$ cat src/rtl/readout_pkg.sv
package readout_pkg;

   // Qualified strobe events produced by the synchronizer, one cycle wide.
   typedef struct packed {
      logic fall;   // read strobe went low while selected
      logic rise;   // read strobe went high while selected
   } strobe_evt_t;

   localparam int unsigned MIN_SYNC_STAGES = 2;

endpackage

$ cat src/rtl/rd_edge_sync.sv
module rd_edge_sync
   import readout_pkg::*;
#(
   parameter int unsigned SYNC_STAGES = 2
) (
   input  logic        clk,
   input  logic        rst_n,
   input  logic        rd_n,
   input  logic        cs_n,
   output strobe_evt_t evt
);

   localparam int unsigned MSB = SYNC_STAGES - 1;

   if (SYNC_STAGES < MIN_SYNC_STAGES) begin : g_bad_depth
      $error("rd_edge_sync: SYNC_STAGES must be at least 2");
   end

   logic [SYNC_STAGES-1:0] rd_sh;
   logic [SYNC_STAGES-1:0] cs_sh;
   logic                   rd_prev;

   always_ff @(posedge clk or negedge rst_n) begin
      if (!rst_n) begin
         rd_sh   <= '1;
         cs_sh   <= '1;
         rd_prev <= 1'b1;
      end else begin
         rd_sh   <= {rd_sh[SYNC_STAGES-2:0], rd_n};
         cs_sh   <= {cs_sh[SYNC_STAGES-2:0], cs_n};
         rd_prev <= rd_sh[MSB];
      end
   end

   logic sel;
   assign sel = ~cs_sh[MSB];

   always_comb begin
      evt.fall = sel &  rd_prev & ~rd_sh[MSB];
      evt.rise = sel & ~rd_prev &  rd_sh[MSB];
   end

endmodule

$ cat src/rtl/result_bank.sv
module result_bank #(
   parameter int unsigned DATA_W     = 14,
   parameter int unsigned NUM_CH     = 4,
   parameter bit          RESET_DATA = 1'b1,
   localparam int unsigned PTR_W     = $clog2(NUM_CH)
) (
   input  logic                     clk,
   input  logic                     rst_n,
   input  logic                     load,
   input  logic [NUM_CH*DATA_W-1:0] results_flat,
   input  logic [PTR_W-1:0]         sel,
   output logic [DATA_W-1:0]        rd_data
);

   logic [DATA_W-1:0] bank [NUM_CH];

   for (genvar g = 0; g < NUM_CH; g++) begin : g_ch
      if (RESET_DATA) begin : g_rst
         always_ff @(posedge clk or negedge rst_n) begin
            if (!rst_n)    bank[g] <= '0;
            else if (load) bank[g] <= results_flat[g*DATA_W +: DATA_W];
         end
      end else begin : g_norst
         always_ff @(posedge clk) begin
            if (load) bank[g] <= results_flat[g*DATA_W +: DATA_W];
         end
      end
   end

   assign rd_data = bank[sel];

endmodule

$ cat src/rtl/read_ctrl.sv
module read_ctrl
   import readout_pkg::*;
#(
   parameter int unsigned NUM_CH = 4,
   localparam int unsigned PTR_W = $clog2(NUM_CH)
) (
   input  logic             clk,
   input  logic             rst_n,
   input  logic             done,
   input  logic [PTR_W-1:0] cnt_code,
   input  strobe_evt_t      evt,
   output logic [PTR_W-1:0] ptr,
   output logic [PTR_W-1:0] last,
   output logic             int_n
);

   localparam bit POW2 = ((1 << PTR_W) == NUM_CH);

   logic [PTR_W-1:0] last_d;

   if (POW2) begin : g_direct
      assign last_d = cnt_code;
   end else begin : g_clamp
      localparam logic [PTR_W-1:0] TOP = PTR_W'(NUM_CH - 1);
      assign last_d = (cnt_code > TOP) ? TOP : cnt_code;
   end

   logic [PTR_W-1:0] ptr_next;
   assign ptr_next = (ptr == last) ? '0 : ptr + PTR_W'(1);

   always_ff @(posedge clk or negedge rst_n) begin
      if (!rst_n) begin
         ptr   <= '0;
         last  <= '0;
         int_n <= 1'b1;
      end else if (done) begin
         ptr   <= '0;
         last  <= last_d;
         int_n <= 1'b0;
      end else begin
         if (evt.fall && !int_n) int_n <= 1'b1;
         if (evt.rise)           ptr   <= ptr_next;
      end
   end

endmodule

$ cat src/rtl/chan_readout.sv
module chan_readout
   import readout_pkg::*;
#(
   parameter int unsigned DATA_W      = 14,
   parameter int unsigned NUM_CH      = 4,
   parameter int unsigned SYNC_STAGES = 2,
   parameter bit          RESET_DATA  = 1'b1,
   localparam int unsigned PTR_W      = $clog2(NUM_CH)
) (
   input  logic                     clk,
   input  logic                     rst_n,
   input  logic                     done_i,
   input  logic [NUM_CH*DATA_W-1:0] results_i,
   input  logic [PTR_W-1:0]         chan_cnt_i,
   input  logic                     cs_n,
   input  logic                     rd_n,
   output logic [DATA_W-1:0]        data_o,
   output logic                     int_n
);

   if (NUM_CH < 2) begin : g_bad_ch
      $error("chan_readout: NUM_CH must be at least 2");
   end
   if (DATA_W < 1) begin : g_bad_w
      $error("chan_readout: DATA_W must be positive");
   end

   strobe_evt_t      evt;
   logic [PTR_W-1:0] ptr_q;
   logic [PTR_W-1:0] last_q;

   rd_edge_sync #(
      .SYNC_STAGES(SYNC_STAGES)
   ) i_sync (
      .clk   (clk),
      .rst_n (rst_n),
      .rd_n  (rd_n),
      .cs_n  (cs_n),
      .evt   (evt)
   );

   read_ctrl #(
      .NUM_CH(NUM_CH)
   ) i_ctrl (
      .clk      (clk),
      .rst_n    (rst_n),
      .done     (done_i),
      .cnt_code (chan_cnt_i),
      .evt      (evt),
      .ptr      (ptr_q),
      .last     (last_q),
      .int_n    (int_n)
   );

   result_bank #(
      .DATA_W     (DATA_W),
      .NUM_CH     (NUM_CH),
      .RESET_DATA (RESET_DATA)
   ) i_bank (
      .clk          (clk),
      .rst_n        (rst_n),
      .load         (done_i),
      .results_flat (results_i),
      .sel          (ptr_q),
      .rd_data      (data_o)
   );

endmodule

$ cat config.mk
export PLATFORM = sky130hd
export DESIGN_NAME = chan_readout
export DESIGN_NICKNAME = d
export VERILOG_FILES = /design/src/rtl/readout_pkg.sv /design/src/rtl/rd_edge_sync.sv /design/src/rtl/result_bank.sv /design/src/rtl/read_ctrl.sv /design/src/rtl/chan_readout.sv
export SDC_FILE = /design/constraint.sdc
export NUM_CORES = 1
export LEC_CHECK = 0
export BUFFER_PORTS_ARGS = -buffer_cell sky130_fd_sc_hd__buf_2
export CELL_PAD_IN_SITES_DETAIL_PLACEMENT = 2
export CELL_PAD_IN_SITES_GLOBAL_PLACEMENT = 2
export CORE_AREA = 10 10 97 99
export DETAILED_ROUTE_END_ITERATION = 8
export DIE_AREA = 0 0 107 109
export PLACE_DENSITY_LB_ADDON = 0.1
export SKIP_LAST_GASP = 1
export SYNTH_ARGS = -nofsm -noshare
export SYNTH_HDL_FRONTEND = slang
export SYNTH_SLANG_ARGS = --single-unit
export TNS_END_PERCENT = 100
$ cat constraint.sdc
create_clock -name clk -period 3.4 [get_ports clk]
set_input_delay 0.34 -clock clk [delete_from_list [all_inputs] [get_ports clk]]
set_output_delay 0.34 -clock clk [all_outputs]
set_load 0.05 [all_outputs]
==> results of run 1 <==
[layer usage]
metal	GRT usage, %	share of wire, %	vias to the layer above
li1	-	-	763
met3	3.83	5.1	8
met5	0	0	-
met4	4.35	0.97	0
met1	12.7	39	887
met2	21.2	55	44
[power breakdown]
| part | internal (W) | switching, W | leakage [nW] |
|---|---|---|---|
| Clock | 0.000297 | 0.000276 | 0.0920 |
| Sequential | 0.000862 | 0.0000474 | 0.769 |
| Combinational | 0.000139 | 0.000172 | 0.651 |
[state kept, by name (all words and copies together) (netlist names)]
register        cells
i_bank.bank        56
i_ctrl.int_n        1
i_ctrl.last         2
i_ctrl.ptr          2
i_sync.cs_sh        2
i_sync.rd_prev      1
i_sync.rd_sh        2
[stage by stage]
step	hold slack [ns]	total power, W
2_1_floorplan	0.0444	0.00113
3_3_place_gp	0.347	0.00122
3_5_place_dp	0.350	0.00124
4_1_cts	0.0965	0.00182
5_1_grt	0.0836	0.00189
6_report	0.113	0.00179
[path summary, 6_finish.rpt]
kind	start	to
worst max register to register	i_ctrl.ptr[0]	i_ctrl.ptr[1]
worst min register to register	i_sync.cs_sh[0]	i_sync.cs_sh[1]
min in group asynchronous	rst_n	i_bank.bank[20]
max in group asynchronous	rst_n	i_bank.bank[27]
worst max-delay path	i_ctrl.ptr[0]	data_o[7]
worst min-delay path	rd_n	i_sync.rd_sh[0]
[layout by cell type, fill, tap and decap left out, drive strengths merged, types with 3 or more instances in the layout]
cell / count
buf: 79
dfrtp: 60
mux2: 58
mux4: 14
clkbuf: 12
dfstp: 6
nor2: 3
clkinv: 3
[final cells by class]
type	instances	area, sq um
inverter	1	3.75
fill	791	4100
sequential	66	1660
tap	102	128
clock inverter	3	15.0
clock buffer	12	155
timing repair buffer	79	400
multi-input combinational	87	1070
[kinds of logic after synthesis]
group / Yosys count
xor+xnor: 1
compound gates: 2
mux: 72
buf+inv: 12
simple gates: 12
flops: 66
[critical path, stage by stage, from the launching register on]
cell and delay, ns:
dfrtp_1 1.04, mux4_2 0.62, buf_2 0.23
==> impl_results.md, run 1 <==
- Post-CTS setup buffer count: 0
- Width of the die: 107 microns
- First-pass GRT wire length: 10.8 mm
- Finished Cell Area: 3430 sq um
- XOR/XNOR share of the synthesized area: 0.310%
- Area growth syn-to-layout: 21.6%
- Sequential fraction of the synthesis area: 58.8%
- Die ar.: 11,700 sq um
- Syn Std Cell Area: 2820 sq um
- Worst-path maximum fanout: 17
- Worst slew margin: 30.2%
- Clock Latency Late Sink: 0.32 ns
- Final std cells w/o fill: 350
- VDD IR max: 0.233 mV
- Mux contribution to synthesized area: 34.3%
- DR vias/cell: 4.86
- Setup repair after global routing missed its margin: false
- Slew @ Worst Pin: 1.05 ns
- Placed insts: 335
- Total number of vias: 1,702
- CTS tree: yes
- 1st-pass router iterations: 3
- IO Port Bufs: 77
- WP data arrival: 2.22 ns
- Clock root buffer: clkbuf_8
- MaxCap Viol Count: 0
- Ratio of final minimum period to clock period: 75.2%
- CTS H-tree depth: 3
- Synth Area per Inst: 17.1 sq um
- # nets final: 307
- LEAKAGE: 1.51 nW
- Synth cell count leaders: dfrtp_1, mux2_2, mux2_1, mux4_2, buf_2
- Distinct cell type count after synthesis: 22
- Initial core utilization: 37.5%
- Clock sink count: 66
- Post-Synth Simple-Gate Area: 2.93%
- Hold crit path type: input pin to flip-flop
- Number of synthesis warnings: 0
- Leading cell type by number of instances after synthesis: dfrtp_1
- Fin worst setup slack: 0.843 ns
- Largest cells by area after synthesis: dfrtp_1, mux2_2, mux4_2
- Final TNS setup: 0 ns
- Top_reg_cell synth: dfrtp_1
- Cell area power density: 522 nW/um^2
- HPWL after detailed placement: 4.90 mm
- # setup viols final: 0
- Reg-to-reg slack, setup: 1.43 ns
- Crit Path Class: flip-flop to output pin
- Worst Skew: 0.00367 ns
- Fmax: 391 MHz
- Share of layout cells above drive strength 1: 62.9%
- Die height: 109 microns
- Synth Area in Compound Gates: 0.399%
- Synth area leader: dfrtp_1
- #FFs+latches synth: 66
- DRT Wirelength: 6.59 mm
- Number of hold buffers added after CTS: 0
- Synth Instances: 165
- Max-slew violation total from the final report: 0
- Syn_nets: 228
- Overflow after GRT: 0
- Post-cts repair resize count: 0
- Largest net degree at the start of global routing: 67
- Combinational family with the most area after synthesis: multiplexers
- Clk slew on worst S/H paths: 0.07 ns
- DP Area: 3260 sq um
- Antenna cells: 0
- Crit end category: output pin
- Number of flops mapped to enable cells by yosys: 0
- RD Place Congestion: 0.656
- Run status: completed
- Ys async rst share: 100%
- Setup slack at placement: 1.11 ns
- Worst R2R Path Depth: 3
- CTS buffer count: 9
- DRT iter0 DRCs: 75
- Total Routing Usage GR: 11.8%
- Clock buffer depth: 2
- Post-synthesis adder-cell area fraction: 0%
- Startpoint Class: flip-flop
- DRC viols: 0
- Initial antenna violation count: 0
- Site Rows: 32
- Yosys top cell area share: 53.2%
- Crit path time final: 2.56 ns
- Worst endpoint required time: 3.06 ns
- Hold Crit Depth: 1
- Final ANT Viol Nets: 0
- Avg WL per Cell: 18.8 microns
- Fin util: 45.6%
- Hold Vio Cnt, Final: 0
- Vias in the first global route: 2,061
- # IOs: 78
- Core Region: 7530 sq um
No activity file was read; power rests on OpenSTA's default activity.
==> inputs of run 2 (changes only) <==
--- a/config.mk
+++ b/config.mk
@@ -8,9 +8,9 @@
 export BUFFER_PORTS_ARGS = -buffer_cell sky130_fd_sc_hd__buf_2
 export CELL_PAD_IN_SITES_DETAIL_PLACEMENT = 2
 export CELL_PAD_IN_SITES_GLOBAL_PLACEMENT = 2
-export CORE_AREA = 10 10 97 99
+export CORE_AREA = 10 10 100 102
 export DETAILED_ROUTE_END_ITERATION = 8
-export DIE_AREA = 0 0 107 109
+export DIE_AREA = 0 0 110 112
 export PLACE_DENSITY_LB_ADDON = 0.1
 export SKIP_LAST_GASP = 1
 export SYNTH_ARGS = -nofsm -noshare
==> constraint.sdc (replaced) <==
create_clock -name clk -period 2.7 [get_ports clk]
set_input_delay 0.27 -clock clk [delete_from_list [all_inputs] [get_ports clk]]
set_output_delay 0.27 -clock clk [all_outputs]
set_load 0.05 [all_outputs]
==> run 2 against run 1 <==
  * Critical path depth up 1
  * Via count up 0.53%
  * Sequential cell count unchanged
  * First-iteration DRC count down 69%
  * Critical path type unchanged
  * Power up 39%
  * Die area up 5.6%
  * Hold slack worse by 0.086 ns
  * Cell count up 2.3%
  * Largest cell class unchanged
==> impl_results.md, run 2 (synthesis results as in run 1) <==
- Die ar.: 12,300 sq um (was 11,700 sq um)
- DRT Wirelength: 6.37 mm (was 6.59 mm)
- Vias in the first global route: 2,041 (was 2,061)
- Setup repair after global routing missed its margin: false (unchanged)
- Largest net degree at the start of global routing: 39 (was 67)
- Hold crit path type: input pin to flip-flop (unchanged)
- Crit Path Class: flip-flop to output pin (unchanged)
- Antenna cells: 0 (unchanged)
- Largest register FFs: 56 (unchanged)
- # setup viols final: 0 (unchanged)
- Initial core utilization: 35.1% (was 37.5%)
- MaxCap Viol Count: 0 (unchanged)
- CTS buffer count: 9 (unchanged)
- # IOs: 78 (unchanged)
- Cell area power density: 704 nW/um^2 (was 522 nW/um^2)
- Total number of vias: 1,711 (was 1,702)
- Final TNS setup: 0 ns (unchanged)
- CTS H-tree depth: 3 (unchanged)
- Crit path time final: 2.32 ns
- Die height: 112 microns (was 109 microns)
- Met2 Routed Length: 3.31 mm (was 3.64 mm)
- Max-slew violation total from the final report: 0 (unchanged)
- Clock Latency Late Sink: 0.34 ns (was 0.32 ns)
- Overflow after GRT: 0 (unchanged)
- HPWL after detailed placement: 4.77 mm (was 4.90 mm)
- DR vias/cell: 4.78 (was 4.86)
- DRC viols: 0 (unchanged)
- VDD IR max: 0.331 mV (was 0.233 mV)
- Slew @ Worst Pin: 0.837 ns (was 1.05 ns)
- CTS tree: yes (unchanged)
- Site Rows: 33 (was 32)
- LEAKAGE: 1.56 nW (was 1.51 nW)
- Clock buffer depth: 2 (unchanged)
- WL met1: 2.54 mm (was 2.55 mm)
- Wire length on met3: 474 microns (was 338 microns)
- Final ANT Viol Nets: 0 (unchanged)
- Startpoint Class: flip-flop (unchanged)
- Worst endpoint required time: 2.43 ns (was 3.06 ns)
- Hold Vio Cnt, Final: 0 (unchanged)
- Fmax: 432 MHz
- Highest metal used: met4 (unchanged)
- Number of hold buffers added after CTS: 1 (was 0)
- 1st-pass router iterations: 3 (unchanged)
- Share of layout cells above drive strength 1: 63.6% (was 62.9%)
- Post-CTS setup buffer count: 0 (unchanged)
- Commonest non-fill, non-tap cell in the layout: buf_2 (unchanged)
- DP Area: 3300 sq um (was 3260 sq um)
- Core Region: 8050 sq um (was 7530 sq um)
- Run status: completed (unchanged)
- Top reg by flops: i_bank.bank (unchanged)
- RD Place Congestion: 0.672 (was 0.656)
- Worst-path maximum fanout: 10 (was 17)
- # nets final: 311 (was 307)
- Worst slew margin: 44.2% (was 30.2%)
- Finished Cell Area: 3550 sq um (was 3430 sq um)
- Crit end category: output pin (unchanged)
- Clock root buffer: clkbuf_8 (unchanged)
- Clock sink count: 66 (unchanged)
- Initial antenna violation count: 0 (unchanged)
- Width of the die: 110 microns (was 107 microns)
- IO Port Bufs: 77 (unchanged)
- Clk slew on worst S/H paths: 0.07 ns (about the same)
- DRT iter0 DRCs: 23 (was 75)
- Total Routing Usage GR: 10.9% (was 11.8%)
- Ratio of final minimum period to clock period: 85.8%
- Area growth syn-to-layout: 25.7% (was 21.6%)
- Most frequent cells in the layout: buf_2, dfrtp_1, mux2_2 (unchanged)
- WP data arrival: 2.05 ns (was 2.22 ns)
- Post-cts repair resize count: 0 (unchanged)
- First-pass GRT wire length: 10.5 mm (was 10.8 mm)
- Fin util: 44.1% (was 45.6%)
- Avg WL per Cell: 17.8 microns (was 18.8 microns)
- Worst Skew: 0.00308 ns (was 0.00367 ns)
- Final std cells w/o fill: 358 (was 350)
- Placed insts: 341 (was 335)
## run 2: cell count changes in the layout (fill, tap and decap cells not counted)
cell / change
dlygate4sd3_1: +1
clkinv_2: -2
bufinv_16: +2
buf_4: +2
buf_12: +1
clkbuf_1: -1
clkinvlp_4: +1
clkbuf_8: +1
## run 2: report_power, final
part	leakage [nW]	total (W)	internal [W]	switching, W
registers	0.769	0.00114	0.00108	0.0000546
clock network	0.119	0.000957	0.000594	0.000363
logic	0.675	0.000401	0.000181	0.000221
## run 2: final cells by class
cell class                      instances  area (sq um)
Inverter                                1          3.75
Fill cell                             819          4500
Timing Repair Buffer                   83           445
Multi-Input combinational cell         87          1070
Sequential cell                        66          1660
Tap cell                              105           131
Clock buffer                           12           165
Clock inverter                          4          72.6
## run 2: worst paths after layout
check                      slack [ns]               to  cells after the start       startpoint
setup / recovery                 0.38        data_o[4]                      3    i_ctrl.ptr[0]
hold / removal                   0.03  i_sync.cs_sh[0]                      1             cs_n
min in group asynchronous        0.51  i_bank.bank[37]                      3            rst_n
hold reg to reg                  0.36  i_sync.rd_sh[1]                      0  i_sync.rd_sh[0]
max in group asynchronous        1.83     i_ctrl.int_n                      3            rst_n
setup reg to reg                 0.94    i_ctrl.ptr[1]                      4    i_ctrl.ptr[0]
## run 2: through the flow
step	hold WS, ns	setup WS (ns)	total power, W
after floorplan	-0.0256	1.01	0.00142
after global placement	0.340	0.694	0.00156
after detailed placement	0.334	0.673	0.00157
after CTS	0.00420	0.286	0.00255
after global routing	0.00897	0.216	0.00264
final	0.0273	0.384	0.00250
## run 2: critical path, cell delays in order (launching register included)
cell and delay [ns]:
dfrtp_1 0.71, buf_4 0.26, mux4_2 0.51, buf_2 0.23
## run 2: routing by layer
layer,vias up,GRT usage (%)
li1,774,-
met1,885,12.7
met2,47,17.7
met3,5,4.67
met4,0,3.39
met5,-,0
